===== src/rtl/hdlx_pkg.sv =====
// Shared types for the half-duplex line arbiter.
// Assumes: status encoding is visible at the top-level port.
package hdlx_pkg;

    // Internal arbiter state; OFF means disabled or waiting for both lines high.
    typedef enum logic [1:0] {
        ST_OFF  = 2'd0,
        ST_IDLE = 2'd1,
        ST_H2C  = 2'd2,
        ST_C2H  = 2'd3
    } arb_state_e;

    // Reported direction code.
    localparam logic [1:0] DIR_IDLE = 2'b00;
    localparam logic [1:0] DIR_H2C  = 2'b01;
    localparam logic [1:0] DIR_C2H  = 2'b10;

endpackage


===== src/rtl/hdlx_sync.sv =====
// Multi-stage synchronizer for asynchronous line levels.
// Assumes: idle level of every bit is given by RST_VAL; reset is synchronous, active low.
module hdlx_sync #(
    parameter int   WIDTH   = 2,
    parameter int   STAGES  = 2,
    parameter logic RST_VAL = 1'b1
) (
    input  logic             clk,
    input  logic             rst_n,
    input  logic [WIDTH-1:0] async_i,
    output logic [WIDTH-1:0] sync_o
);
    localparam int LAST = STAGES - 1;

    logic [WIDTH-1:0] stage_q [STAGES];

    generate
        for (genvar s = 0; s < STAGES; s++) begin : g_stage
            // Shift the level one stage toward the consumer.
            always_ff @(posedge clk) begin
                if (!rst_n) begin
                    stage_q[s] <= {WIDTH{RST_VAL}};
                end else if (s == 0) begin
                    stage_q[s] <= async_i;
                end else begin
                    stage_q[s] <= stage_q[(s == 0) ? 0 : s-1];
                end
            end
        end
    endgenerate

    assign sync_o = stage_q[LAST];

endmodule


===== src/rtl/hdlx_dir_fsm.sv =====
// Direction arbiter: locks the transfer direction to the first side seen low.
// Assumes: host_s/card_s are synchronized levels; enable = ready and chip-select active.
module hdlx_dir_fsm
    import hdlx_pkg::*;
(
    input  logic       clk,
    input  logic       rst_n,
    input  logic       enable_i,
    input  logic       host_s_i,
    input  logic       card_s_i,
    output arb_state_e state_d_o,
    output arb_state_e state_q_o,
    output logic [1:0] dir_o
);
    arb_state_e state_q, state_d;
    logic       both_high;

    assign both_high = host_s_i && card_s_i;

    // Next-state decision; host wins a same-cycle tie.
    always_comb begin
        state_d = state_q;
        if (!enable_i) begin
            state_d = ST_OFF;
        end else begin
            unique case (state_q)
                ST_OFF:  if (both_high) state_d = ST_IDLE;
                ST_IDLE: begin
                    if (!host_s_i)      state_d = ST_H2C;
                    else if (!card_s_i) state_d = ST_C2H;
                end
                ST_H2C:  if (both_high) state_d = ST_IDLE;
                ST_C2H:  if (both_high) state_d = ST_IDLE;
                default: state_d = ST_OFF;
            endcase
        end
    end

    // State register.
    always_ff @(posedge clk) begin
        if (!rst_n) state_q <= ST_OFF;
        else        state_q <= state_d;
    end

    // Map internal state to the reported direction code.
    always_comb begin
        unique case (state_q)
            ST_H2C:  dir_o = DIR_H2C;
            ST_C2H:  dir_o = DIR_C2H;
            default: dir_o = DIR_IDLE;
        endcase
    end

    assign state_d_o = state_d;
    assign state_q_o = state_q;

    // a locked direction never flips straight to the opposite one.
    a_r11_no_direct_flip_h: assert property (@(posedge clk) disable iff (!rst_n)
        state_q == ST_H2C |=> state_q != ST_C2H);
    a_r11_no_direct_flip_c: assert property (@(posedge clk) disable iff (!rst_n)
        state_q == ST_C2H |=> state_q != ST_H2C);
    // a disabled arbiter only rearms through idle.
    a_r9_rearm_via_idle: assert property (@(posedge clk) disable iff (!rst_n)
        state_q == ST_OFF |=> (state_q == ST_OFF || state_q == ST_IDLE));

endmodule


===== src/rtl/hdlx_pull_drv.sv =====
// Registered pull-down enables for both lines.
// Assumes: state_d is the arbiter's next state, levels are synchronized.
module hdlx_pull_drv
    import hdlx_pkg::*;
(
    input  logic       clk,
    input  logic       rst_n,
    input  logic       ready_i,
    input  logic       cs_n_i,
    input  arb_state_e state_d_i,
    input  logic       host_s_i,
    input  logic       card_s_i,
    output logic       host_pull_o,
    output logic       card_pull_o
);
    logic host_pull_d, card_pull_d;

    // Decide each pull: not-ready forces card low, else relay only the input side's low.
    always_comb begin
        if (!ready_i) begin
            host_pull_d = 1'b0;
            card_pull_d = 1'b1;
        end else if (cs_n_i) begin
            host_pull_d = 1'b0;
            card_pull_d = 1'b0;
        end else begin
            card_pull_d = (state_d_i == ST_H2C) && !host_s_i;
            host_pull_d = (state_d_i == ST_C2H) && !card_s_i;
        end
    end

    // Output registers; reset matches the not-ready condition.
    always_ff @(posedge clk) begin
        if (!rst_n) begin
            host_pull_o <= 1'b0;
            card_pull_o <= 1'b1;
        end else begin
            host_pull_o <= host_pull_d;
            card_pull_o <= card_pull_d;
        end
    end

    // not-ready holds the card line low and leaves the host line undriven.
    a_r7_not_ready: assert property (@(posedge clk) disable iff (!rst_n)
        !ready_i |=> card_pull_o && !host_pull_o);
    // chip-select high releases both lines.
    a_r8_cs_release: assert property (@(posedge clk) disable iff (!rst_n)
        (ready_i && cs_n_i) |=> !card_pull_o && !host_pull_o);

endmodule


===== src/rtl/hdlx_line_arbiter.sv =====
// Top level: synchronizes both line levels, arbitrates direction, drives pulls.
// Assumes: lines are open-drain with external pull-ups; levels arrive asynchronously.
module hdlx_line_arbiter
    import hdlx_pkg::*;
#(
    parameter int SYNC_STAGES = 2
) (
    input  logic       clk,
    input  logic       rst_n,
    input  logic       ready_i,
    input  logic       cs_n_i,
    input  logic       host_line_i,
    input  logic       card_line_i,
    output logic       host_pull_o,
    output logic       card_pull_o,
    output logic [1:0] dir_o
);
    localparam int NLINES = 2;

    logic [NLINES-1:0] lines_s;
    logic              host_s, card_s, enable;
    arb_state_e        state_d, state_q;

    assign enable = ready_i && !cs_n_i;

    hdlx_sync #(
        .WIDTH  (NLINES),
        .STAGES (SYNC_STAGES),
        .RST_VAL(1'b1)
    ) u_sync (
        .clk    (clk),
        .rst_n  (rst_n),
        .async_i({card_line_i, host_line_i}),
        .sync_o (lines_s)
    );

    assign host_s = lines_s[0];
    assign card_s = lines_s[1];

    hdlx_dir_fsm u_fsm (
        .clk      (clk),
        .rst_n    (rst_n),
        .enable_i (enable),
        .host_s_i (host_s),
        .card_s_i (card_s),
        .state_d_o(state_d),
        .state_q_o(state_q),
        .dir_o    (dir_o)
    );

    hdlx_pull_drv u_drv (
        .clk        (clk),
        .rst_n      (rst_n),
        .ready_i    (ready_i),
        .cs_n_i     (cs_n_i),
        .state_d_i  (state_d),
        .host_s_i   (host_s),
        .card_s_i   (card_s),
        .host_pull_o(host_pull_o),
        .card_pull_o(card_pull_o)
    );

    // no reverse relay while host-to-card is locked.
    a_r4_no_reverse_h2c: assert property (@(posedge clk) disable iff (!rst_n)
        dir_o == DIR_H2C |-> !host_pull_o);
    // no reverse relay while card-to-host is locked.
    a_r4_no_reverse_c2h: assert property (@(posedge clk) disable iff (!rst_n)
        dir_o == DIR_C2H |-> !card_pull_o);
    // the two pulls are never active together.
    a_r4_pulls_exclusive: assert property (@(posedge clk) disable iff (!rst_n)
        $onehot0({host_pull_o, card_pull_o}));
    // leaving a direction lands in idle.
    a_r5_exit_to_idle: assert property (@(posedge clk) disable iff (!rst_n)
        (dir_o == DIR_H2C && ready_i && !cs_n_i) |=> (dir_o == DIR_H2C || dir_o == DIR_IDLE));

endmodule


===== config.mk =====
export PLATFORM = sky130hd
export DESIGN_NAME = hdlx_line_arbiter
export DESIGN_NICKNAME = d
export VERILOG_FILES = /design/src/rtl/hdlx_pkg.sv /design/src/rtl/hdlx_sync.sv /design/src/rtl/hdlx_dir_fsm.sv /design/src/rtl/hdlx_pull_drv.sv /design/src/rtl/hdlx_line_arbiter.sv
export SDC_FILE = /design/constraint.sdc
export NUM_CORES = 1
export LEC_CHECK = 0
export ABC_AREA = 1
export BUFFER_PORTS_ARGS = -buffer_cell sky130_fd_sc_hd__buf_2
export CAP_MARGIN = 10
export CORE_AREA = 2 2 39 41
export CTS_CLUSTER_SIZE = 8
export DETAILED_ROUTE_END_ITERATION = 8
export DIE_AREA = 0 0 41 43
export GPL_TIMING_DRIVEN = 0
export PLACE_DENSITY = 0.48
export SETUP_SLACK_MARGIN = 0.5
export SLEW_MARGIN = 15
export SYNTH_ARGS = -nofsm -noshare
export SYNTH_HDL_FRONTEND = slang
export SYNTH_SLANG_ARGS = --single-unit
export TNS_END_PERCENT = 100

===== constraint.sdc =====
create_clock -name clk -period 1.3 [get_ports clk]
set_input_delay 0.26 -clock clk [delete_from_list [all_inputs] [get_ports clk]]
set_output_delay 0.26 -clock clk [all_outputs]
set_load 0.02 [all_outputs]

==> Yosys cells after proc, flatten, opt, wreduce, memory -nomap -nowiden <==
Memory sizes are Yosys's and may differ from the RTL's.
Cells that the tools add are included.
{ "word_totals": {"reg_bits": 4, "latchBits": 0, "mem_bits_rw": 4, "mem_bits_ro": 0, "in_bits": 6, "output_inout_bits": 4, "word_cells": 35, "mem_count": 1} }
{ "mem_list": {"columns": ["name", "words", "width", "rd", "rd_clocked_by_memory_dff", "write_ports", "line_no", "rtl"], "rows": [
  ["u_sync.stage_q", 2, 2, 2, 0, 2, "hdlx_sync.sv:15", "logic [WIDTH-1:0] stage_q [STAGES];"]
]} }
{ "op_classes": {"addsub": 0, "n_mul": 0, "div": 0, "order_cmp": 0, "eq_ne": 5, "shifts": 0, "n_mux": 11, "n_bitwise": 4, "n_reduce_logical": 11} }
{ "op_table": {"columns": ["cell", "n"], "rows": [
  ["2-to-1 mux 2 bit", 6],
  ["equality test 2 bit (second input constant)", 4],
  ["case mux 2 bit (2 select lines)", 2],
  ["OR reduction 3 bit", 2],
  ["logical AND 1 bit", 4],
  ["zero test 1 bit", 3],
  ["2-to-1 mux 1 bit", 3],
  ["equality test 2 x 1 -> 1 bit (second input constant)", 1],
  ["zero test 2 bit", 1],
  ["inverter 1 bit", 2],
  ["bitwise OR 1 bit", 2],
  ["AND reduction 2 bit", 1]
]} }

==> Depth between registers and ports, before layout <==
Gate-level depths: netlist (run 1).
{ "logic_depth": {"word_depth": 7, "ltp_mapped": 5, "depth_no_buf": 5} }

==> Hierarchy <==
Synthesis (run 1) repeated with hierarchy kept, for this count alone.
{ "unflattened": {"hier_cells": 48, "hier_area_um2": 321.6} }
{ "modules_own_cells": {"columns": ["mod", "instances", "cells_per_inst", "area_per_inst_um2", "seq_area_each_um2"], "rows": [
  ["hdlx_dir_fsm", 1, 20, 111.4, 40.0],
  ["hdlx_sync", 1, 12, 110.1, 80.1],
  ["hdlx_pull_drv", 1, 14, 90.1, 40.0],
  ["hdlx_line_arbiter", 1, 2, 10.0, 0.0]
]} }

==> Worst setup path after synthesis (run 1) <==
OpenSTA, ideal clock, no wires.
{ "synth_timing": {"path_type": "flip-flop to output port", "from": "register u_fsm.state_q[1], in the netlist u_fsm.state_q_o[1]", "to": "output dir_o[0]", "t_arrival_ns": 0.654, "required_time_ns": 1.040, "setup_slack_ns": 0.386, "stages_incl_launch_ff": 3, "n_path_buf": 0, "path_cell_list": "dfxtp_1 inv_1 nor2_1"} }
{ "synth_between": {"elab_chain_len": 2, "word_cells_on_any_way": 3, "cone_classes": "eq/ne (2); mux (1)"} }
{ "synth_lines": {"columns": ["item", "line_no", "rtl"], "rows": [
  ["start: declaration", "hdlx_dir_fsm.sv:15", "arb_state_e state_q, state_d;"],
  ["start signal: assignment", "hdlx_dir_fsm.sv:42", "else state_q <= state_d;"],
  ["equality test 2 bit", "hdlx_dir_fsm.sv:47", "unique case (state_q)"],
  ["case mux 2 bit (2 select lines) *", "hdlx_dir_fsm.sv:47", null],
  ["end: declaration", "hdlx_line_arbiter.sv:16", "output logic [1:0] dir_o"]
]} }
Mark *: on every way between the ends. The rest lies on a longest branch, timed or not.

==> Worst setup path after layout (run 1) <==
Ends and elaborated chain as after synthesis.

==> results of run 1 <==
## through the flow
| step | utilization, % | cell area [µm²] |
|---|---|---|
| final | 32.2 | 445 |
| after global routing | 32.2 | 445 |
| after floorplan | - | 308 |
| after CTS | 31.0 | 429 |
| after global placement | 26.9 | 373 |
| after detailed placement | 26.9 | 373 |
## cell usage in the layout (no fill, tap or decap)
master,netlist,final
inv_1,13,10
nand2_1,11,9
buf_2,0,5
buf_6,0,4
dfxtp_2,0,4
dfxtp_1,8,4
inv_2,0,3
nor2_1,4,3
clkbuf_4,0,3
nor2_2,1,2
nand2_2,0,2
nand3_1,2,2
buf_4,0,2
nand3_2,1,1
nand4_1,1,1
nor3b_1,1,1
## where the power goes
part           internal (mW)  switching, mW
clock                  0.105         0.0798
combinational         0.0187         0.0230
sequential             0.255        0.00351
## cell families (layout without fill, tap and decap cells)
| logic type | after synthesis | after routing | synth area share (%) |
|---|---|---|---|
| flops | 8 | 8 | 52.5 |
| buf+inv | 13 | 27 | 16.0 |
| simple gates | 21 | 21 | 31.6 |
## final cells by class
type	count	area [µm²]
clock buffers	3	22.5
fillers	156	938
inverters	13	48.8
multi-input cells	21	104
flip-flops and latches	8	165
well taps	16	20.0
repair buffers	11	85.1
## critical path, cell delays in order (launching register included)
cell and delay, ps:
dfxtp_2 340, inv_2 40, nor2_2 100, buf_6 120
## worst min-delay path by stage
stage,from,end,slack [ps]
2_1_floorplan,rst_n,u_sync.stage_q[0][0],330
3_3_place_gp,u_sync.stage_q[0][1],u_sync.stage_q[1][1],380
3_5_place_dp,u_sync.stage_q[0][1],u_sync.stage_q[1][1],380
4_1_cts,card_line_i,u_sync.stage_q[0][1],170
5_1_grt,card_line_i,u_sync.stage_q[0][1],170
6_report,host_line_i,u_sync.stage_q[0][0],180
## per-layer routing
layer | GRT usage, % | up-vias
li1 | - | 148
met1 | 6.80 | 122
met2 | 10.9 | 13
met3 | 9.42 | 0
met4 | 4.00 | 0
met5 | 0 | -
## sequential cells by signal, indices dropped and copies added (netlist names)
signal / flops
u_drv.card_pull_o: 1
u_fsm.state_q_o: 2
u_drv.host_pull_o: 1
u_sync.stage_q: 4
## what timing repair did
item / CTS / global route
endpoints found under the setup margin: 5 / 8
pin swaps: 0 / 1
gates resized for setup: 11 / 6
buffers inserted: 1 / 1
==> impl_results.md, run 1 <==
* Worst-path clk slew at roughly 50 ps
* CTS tree: built
* Clock Latency Late Sink at between 200 and 300 ps
* Die extent in x at 41 µm
* Worst-Margin Slew at 169 ps
* Max clock buf depth at 2
* LEAKAGE at 0.249 nW
* H-tree depth at 1
* Initial Util at between 20% and 30%
* Setup ws final at 188 ps
* DR vias at 283
* Max Used Layer: met3
* Core area at 0.00138 mm²
* Status: complete, no violations
* Worst r2r path cells at 5
* Number of global-route vias before repair at around 230
* Fin. Hold Viols at 0
* Most used DFF post-synth: dfxtp_1
* Dpl cells at 67
* Post-Route Skew at 1.28 ps
* Syn Inst Count at 42
* CP required at 1040 ps
* Seq cells post-synth at 8
* VDD IR-drop max at 0.516 mV
* Post-synthesis async set-or-reset flop share at 0%
* EDFF count, synth at 0
* Leading cell types by count after synthesis: 13 x inv_1, 11 x nand2_1, 8 x dfxtp_1
* WP data arrival at 850 ps
* Aggregate global routing overflow at 0
* Max cap viols at 0
* CP Class: register to output pin
* Yosys top cell area share at 52.5%
* Port Buffers at 9
* Crit path to: dir_o[0]
* Routed met3 length at approximately 62 µm
* CTS root buf: clkbuf_4
* Worst reg2reg setup slack at 380 ps
* Worst hold-check path type: input pin to register
* Syn-to-layout area delta at 45.9%
* Post-synthesis sequential area ratio at 52.5%
* Diode count at 0
* Warnings, synthesis at 0
* Row Count at 14
* Minimum clock period at roughly 1100 ps
* Top-count cell post-synth: inv_1
* Final Total Pwr at around 490 µW
* Num CTS Buffers at 3
* Met2 wire length at 263 µm
* Largest net degree at the start of global routing at 8
* Initial antenna violation count at 0
* Full die area at 0.00176 mm²
* Final WL at 511 µm
* Die Height at roughly 43 µm
* CP startpoint: u_fsm.state_q_o[1]
* Fin crit share at around 86%
* # DRC at 0
* Wire length of the first global-routing pass at ~850 µm
* CP Launch Type: register
* Worst hold margin at 177 ps
* Place WS at 418 ps
* Vias/cell at approximately 3.9
* Slew HR at 88.7%
* Met1 wire length at 184 µm
* Pins Over Slew Limit at 0
* Clk sinks at 8
* Post-Synthesis Mean Instance Area at 7.27 µm²
* Final nets at 64
* Setup tns final at 0 ps
* Mapped Area at 305 µm²
* Synth top area cells: dfxtp_1 52%, inv_1 16%, nand2_1 14%
* Share of layout cells above drive strength 1 at a little under half
* Reg2reg start: u_fsm.state_q_o[0]
* Cell taking the most area after synthesis: dfxtp_1
* Hold depth at 3
* First-pass DRT Iterations at 3
* Nature of the critical path endpoint: output pin
* Final GP Congestion at around 0.66
* Post-DP HPWL at 386 µm
* Syn nets at 48
* RR Endpoint: u_drv.card_pull_o
* Unrepaired setup endpoints after global routing: yes
* Crit Path Max Fanout at 3
* Cts hold-fix bufs at 0
* Finished Layout Cells at 72
* I/O Pins at 10
* Power Dens Cells at ~1100 mW/mm²
* Final setup viols at 0
* Fmax at 899 MHz
* Average wire per standard cell at ~7 µm
* All-Layer GR Usage at around 8.0%
* Synth cell types at 9
* Number of DRC markers in iteration 0 at 2
* Detail Route Antenna Nets at 0
(Power assumes the default switching activity.)
==> run 2, diff against run 1 <==
--- a/config.mk
+++ b/config.mk
@@ -5,7 +5,7 @@
 export SDC_FILE = /design/constraint.sdc
 export NUM_CORES = 1
 export LEC_CHECK = 0
-export ABC_AREA = 1
+export ABC_AREA = 0
 export BUFFER_PORTS_ARGS = -buffer_cell sky130_fd_sc_hd__buf_2
 export CAP_MARGIN = 10
 export CORE_AREA = 2 2 39 41
@@ -13,7 +13,7 @@
 export DETAILED_ROUTE_END_ITERATION = 8
 export DIE_AREA = 0 0 41 43
 export GPL_TIMING_DRIVEN = 0
-export PLACE_DENSITY = 0.48
+export PLACE_DENSITY = 0.46
 export SETUP_SLACK_MARGIN = 0.5
 export SLEW_MARGIN = 15
 export SYNTH_ARGS = -nofsm -noshare
==> constraint.sdc (replaced) <==
create_clock -name clk -period 1.4 [get_ports clk]
set_input_delay 0.28 -clock clk [delete_from_list [all_inputs] [get_ports clk]]
set_output_delay 0.28 -clock clk [all_outputs]
set_load 0.02 [all_outputs]
==> run 2 against run 1 <==
  * Clock skew is 2.7 ps higher
  * Global-route usage is 0.81 points higher
  * Synthesized cell count is 43% lower
  * Wire length is 3.3% higher
  * Area after synthesis is 8.6% lower
  * Combinational power is 20% lower
  * Worst setup slack worse by 11 ps
  * Register-to-register slack better by 100 ps
  * First-iteration DRC count stayed put
  * Critical path depth is 1 lower
  * Total power is 7.7% lower
==> impl_results.md, run 2 <==
* Post-synthesis sequential area ratio at 57.4% (was 52.5%)
* Warnings, synthesis at 0 (unchanged)
* Reg2reg start: u_fsm.state_q_o[1] (was u_fsm.state_q_o[0])
* CP Launch Type: register (unchanged)
* Mapped Area at 279 µm² (was 305 µm²)
* Largest net degree at the start of global routing at 7 (was 8)
* Syn Inst Count at 24 (was 42)
* Die extent in x at 41 µm (unchanged)
* RR Endpoint: u_drv.card_pull_o (unchanged)
* Initial antenna violation count at 0 (unchanged)
* Layout fillers at 151 (was 156)
* Switching Fraction at 21.3% (was 21.9%)
* WP buf/inv at 1 (was 2)
* Setup tns final at 0 ps (unchanged)
* LEAKAGE at 0.200 nW (was 0.249 nW)
* Worst r2r path cells at 3 (was 5)
* Slew HR at 86.6% (was 88.7%)
* Vias/cell at 3.82 (was 3.93)
* Final WL at 528 µm (was 511 µm)
* Storage cell area at 168 µm² (was 165 µm²)
* Clk sinks at 8 (unchanged)
* Fmax at 817 MHz
* Nature of the critical path endpoint: output pin (unchanged)
* Core area at 0.00138 mm² (unchanged)
* Final nets at 48 (was 64)
* Multi-input logic area at 123 µm² (was 104 µm²)
* Wire length of the first global-routing pass at 917 µm (was 848 µm)
* Post-Synthesis Mean Instance Area at 11.6 µm² (was 7.27 µm²)
* Max clock buf depth at 2 (unchanged)
* Hold depth at 2 (was 3)
* CP startpoint: u_fsm.state_q_o[0] (was u_fsm.state_q_o[1])
* Cell taking the most area after synthesis: dfxtp_1 (unchanged)
* Cell family with most CP delay: flip-flops (unchanged)
* CTS root buf: clkbuf_4 (unchanged)
* Status: complete, no violations (unchanged)
* Synth cell types at 13 (was 9)
* Worst reg2reg setup slack at 480 ps (was 380 ps)
* Worst-Margin Slew at 200 ps (was 169 ps)
* Power Dens Cells at 1020 mW/mm² (was 1090 mW/mm²)
* Yosys top cell area share at 57.4% (was 52.5%)
* Clock Power Share at 39.1% (was 38.2%)
* Minimum clock period at 1220 ps
* # DRC at 0 (unchanged)
* Port Buffers at 9 (unchanged)
* Number of flip-flops in the largest register at 4 (unchanged)
* CP Class: register to output pin (unchanged)
* Final setup viols at 0 (unchanged)
* Initial Util at 20.2% (was 22.1%)
* Top-count cell post-synth: dfxtp_1 (was inv_1)
* Psw at 95.3 µW (was 106 µW)
* Crit Path Max Fanout at 3 (unchanged)
* Worst hold-check path type: input pin to register (unchanged)
* Internal power at 352 µW (was 379 µW)
* Post-synthesis async set-or-reset flop share at 0% (unchanged)
* Die Height at 43 µm (unchanged)
* Number of global-route vias before repair at 219 (was 234)
* H-tree depth at 1 (unchanged)
* EDFF count, synth at 0 (unchanged)
* Slowest stage delay, CP at 350 ps (was 340 ps)
* Clock Latency Late Sink at 250 ps (about the same)
* CTS tree: built (unchanged)
* WP data arrival at 940 ps (was 850 ps)
* Row Count at 14 (unchanged)
* Unrepaired setup endpoints after global routing: yes (unchanged)
* Hold path start: card_line_i (was host_line_i)
* Diode count at 0 (unchanged)
* Max cap viols at 0 (unchanged)
* Fin. Hold Viols at 0 (unchanged)
* Finished Layout Cells at 56 (was 72)
* Syn-to-layout area delta at 57.8% (was 45.9%)
* Final GP Congestion at 0.606 (was 0.660)
* Share of layout cells above drive strength 1 at 62.5% (was 46.4%)
* Number of DRC markers in iteration 0 at 2 (unchanged)
* DR vias at 214 (was 283)
* Average wire per standard cell at 9.43 µm (was 7.10 µm)
* Pins Over Slew Limit at 0 (unchanged)
* Post-Route Skew at 4.00 ps (was 1.28 ps)
* Num CTS Buffers at 3 (unchanged)
* First-pass DRT Iterations at 2 (was 3)
* Dpl cells at 49 (was 67)
* CP max-delay cell: dfxtp_2 (unchanged)
* VDD IR-drop max at 0.527 mV (was 0.516 mV)
* Most frequent cells in the layout: 5 x buf_2, 5 x buf_6, 4 x or2b_1, 4 x dfxtp_1 (was 10 x inv_1, 9 x nand2_1, 5 x buf_2)
* Most used DFF post-synth: dfxtp_1 (unchanged)
* Seq cells post-synth at 8 (unchanged)
* Worst-path clk slew at 50 ps (about the same)
* Syn nets at 30 (was 48)
* All-Layer GR Usage at 8.86% (was 8.05%)
* Reg power frac at 53.5% (was 53.3%)
* Comb pwr share at 7.4% (was 8.6%)
* Detail Route Antenna Nets at 0 (unchanged)
* Fin crit share at 87.4%
* Synth top area cells: dfxtp_1 57%, or2b_1 11%, o311ai_2 5.8% (was dfxtp_1 52%, inv_1 16%, nand2_1 14%)
* Biggest register: u_sync.stage_q (unchanged)
* I/O Pins at 10 (unchanged)
* Critical path cell sequence: and2b_2, buf_6 (was inv_2, nor2_2, buf_6)
* Leading cell types by count after synthesis: 8 x dfxtp_1, 4 x or2b_1, 2 x nor2_1 (was 13 x inv_1, 11 x nand2_1, 8 x dfxtp_1)
* Worst Hold End: u_sync.stage_q[0][1] (was u_sync.stage_q[0][0])
* CP required at 1120 ps (was 1040 ps)
* Aggregate global routing overflow at 0 (unchanged)
* Full die area at 0.00176 mm² (unchanged)
[run 2: cell count changes in the layout (fill, tap and decap cells not counted), moves of 2 or more]
cell and delta:
nand2_2 -2, nand2_1 -9, inv_2 -2, or2b_1 +4
nand3_1 -2, nor2_2 -2, inv_1 -10
[run 2: metrics by stage]
step	cell area, µm²	setup slack [ps]	hold slack [ps]	total power [mW]	utilization (%)
after global routing	440	140	197	0.478	31.8
after CTS	429	185	189	0.463	31.0
after global placement	345	414	388	0.271	25.0
final	440	177	205	0.448	31.8
after floorplan	280	523	353	0.259	-
after detailed placement	345	412	395	0.272	25.0
[run 2: power groups by stage]
stage | registers, mW | logic (mW) | clock network [mW]
floorplan | 0.247 | 0.0120 | 0
global placement | 0.246 | 0.0254 | 0
detailed placement | 0.246 | 0.0264 | 0
CTS | 0.241 | 0.0327 | 0.189
global route | 0.240 | 0.0368 | 0.201
finish | 0.239 | 0.0333 | 0.175
[run 2: per-layer routing]
metal / GRT usage, % / wire length, µm
met1: 8.44 / 209
met2: 10.9 / 272
met3: 7.85 / 36
met4: 8.00 / 10
met5: 0 / 0
[run 2: area by class of cell]
| class | instances | share of cell area, % |
|---|---|---|
| timing repair buffer | 13 | 23.6 |
| clock buffer | 3 | 5.11 |
| multi-input combinational | 15 | 27.8 |
| inverter | 1 | 0.852 |
| tap | 16 | 4.55 |
| sequential | 8 | 38.1 |
[run 2: worst max path at each step]
stage | endpoint | slack (ps) | cells past startpoint
final | dir_o[0] | 180 | 2
after global routing | dir_o[0] | 140 | 2
after CTS | dir_o[1] | 180 | 4
after detailed placement | dir_o[0] | 410 | 2
after global placement | dir_o[0] | 410 | 2
after floorplan | dir_o[0] | 520 | 1
[run 2: logic make-up after synthesis]
group | synth area share [%]
flip-flops | 57.4
AND/OR/NAND/NOR | 26.0
buffers and inverters | 1.34
XOR/XNOR | 3.14
AO/OA/AOI/OAI | 12.1
[run 2: repair_timing]
item	4_1_cts	5_1_grt
hold endpoints to repair	0	0
setup buffers	4	0
endpoints found under the setup margin	4	6
pin swaps	1	0
gates resized for setup	13	3
hold buffers	0	0
[run 2: worst reg2reg max path, cell delays in order (launching register included)]
cell and delay, ps:
dfxtp_4 360, buf_4 140, xnor2_1 130, o311ai_2 200
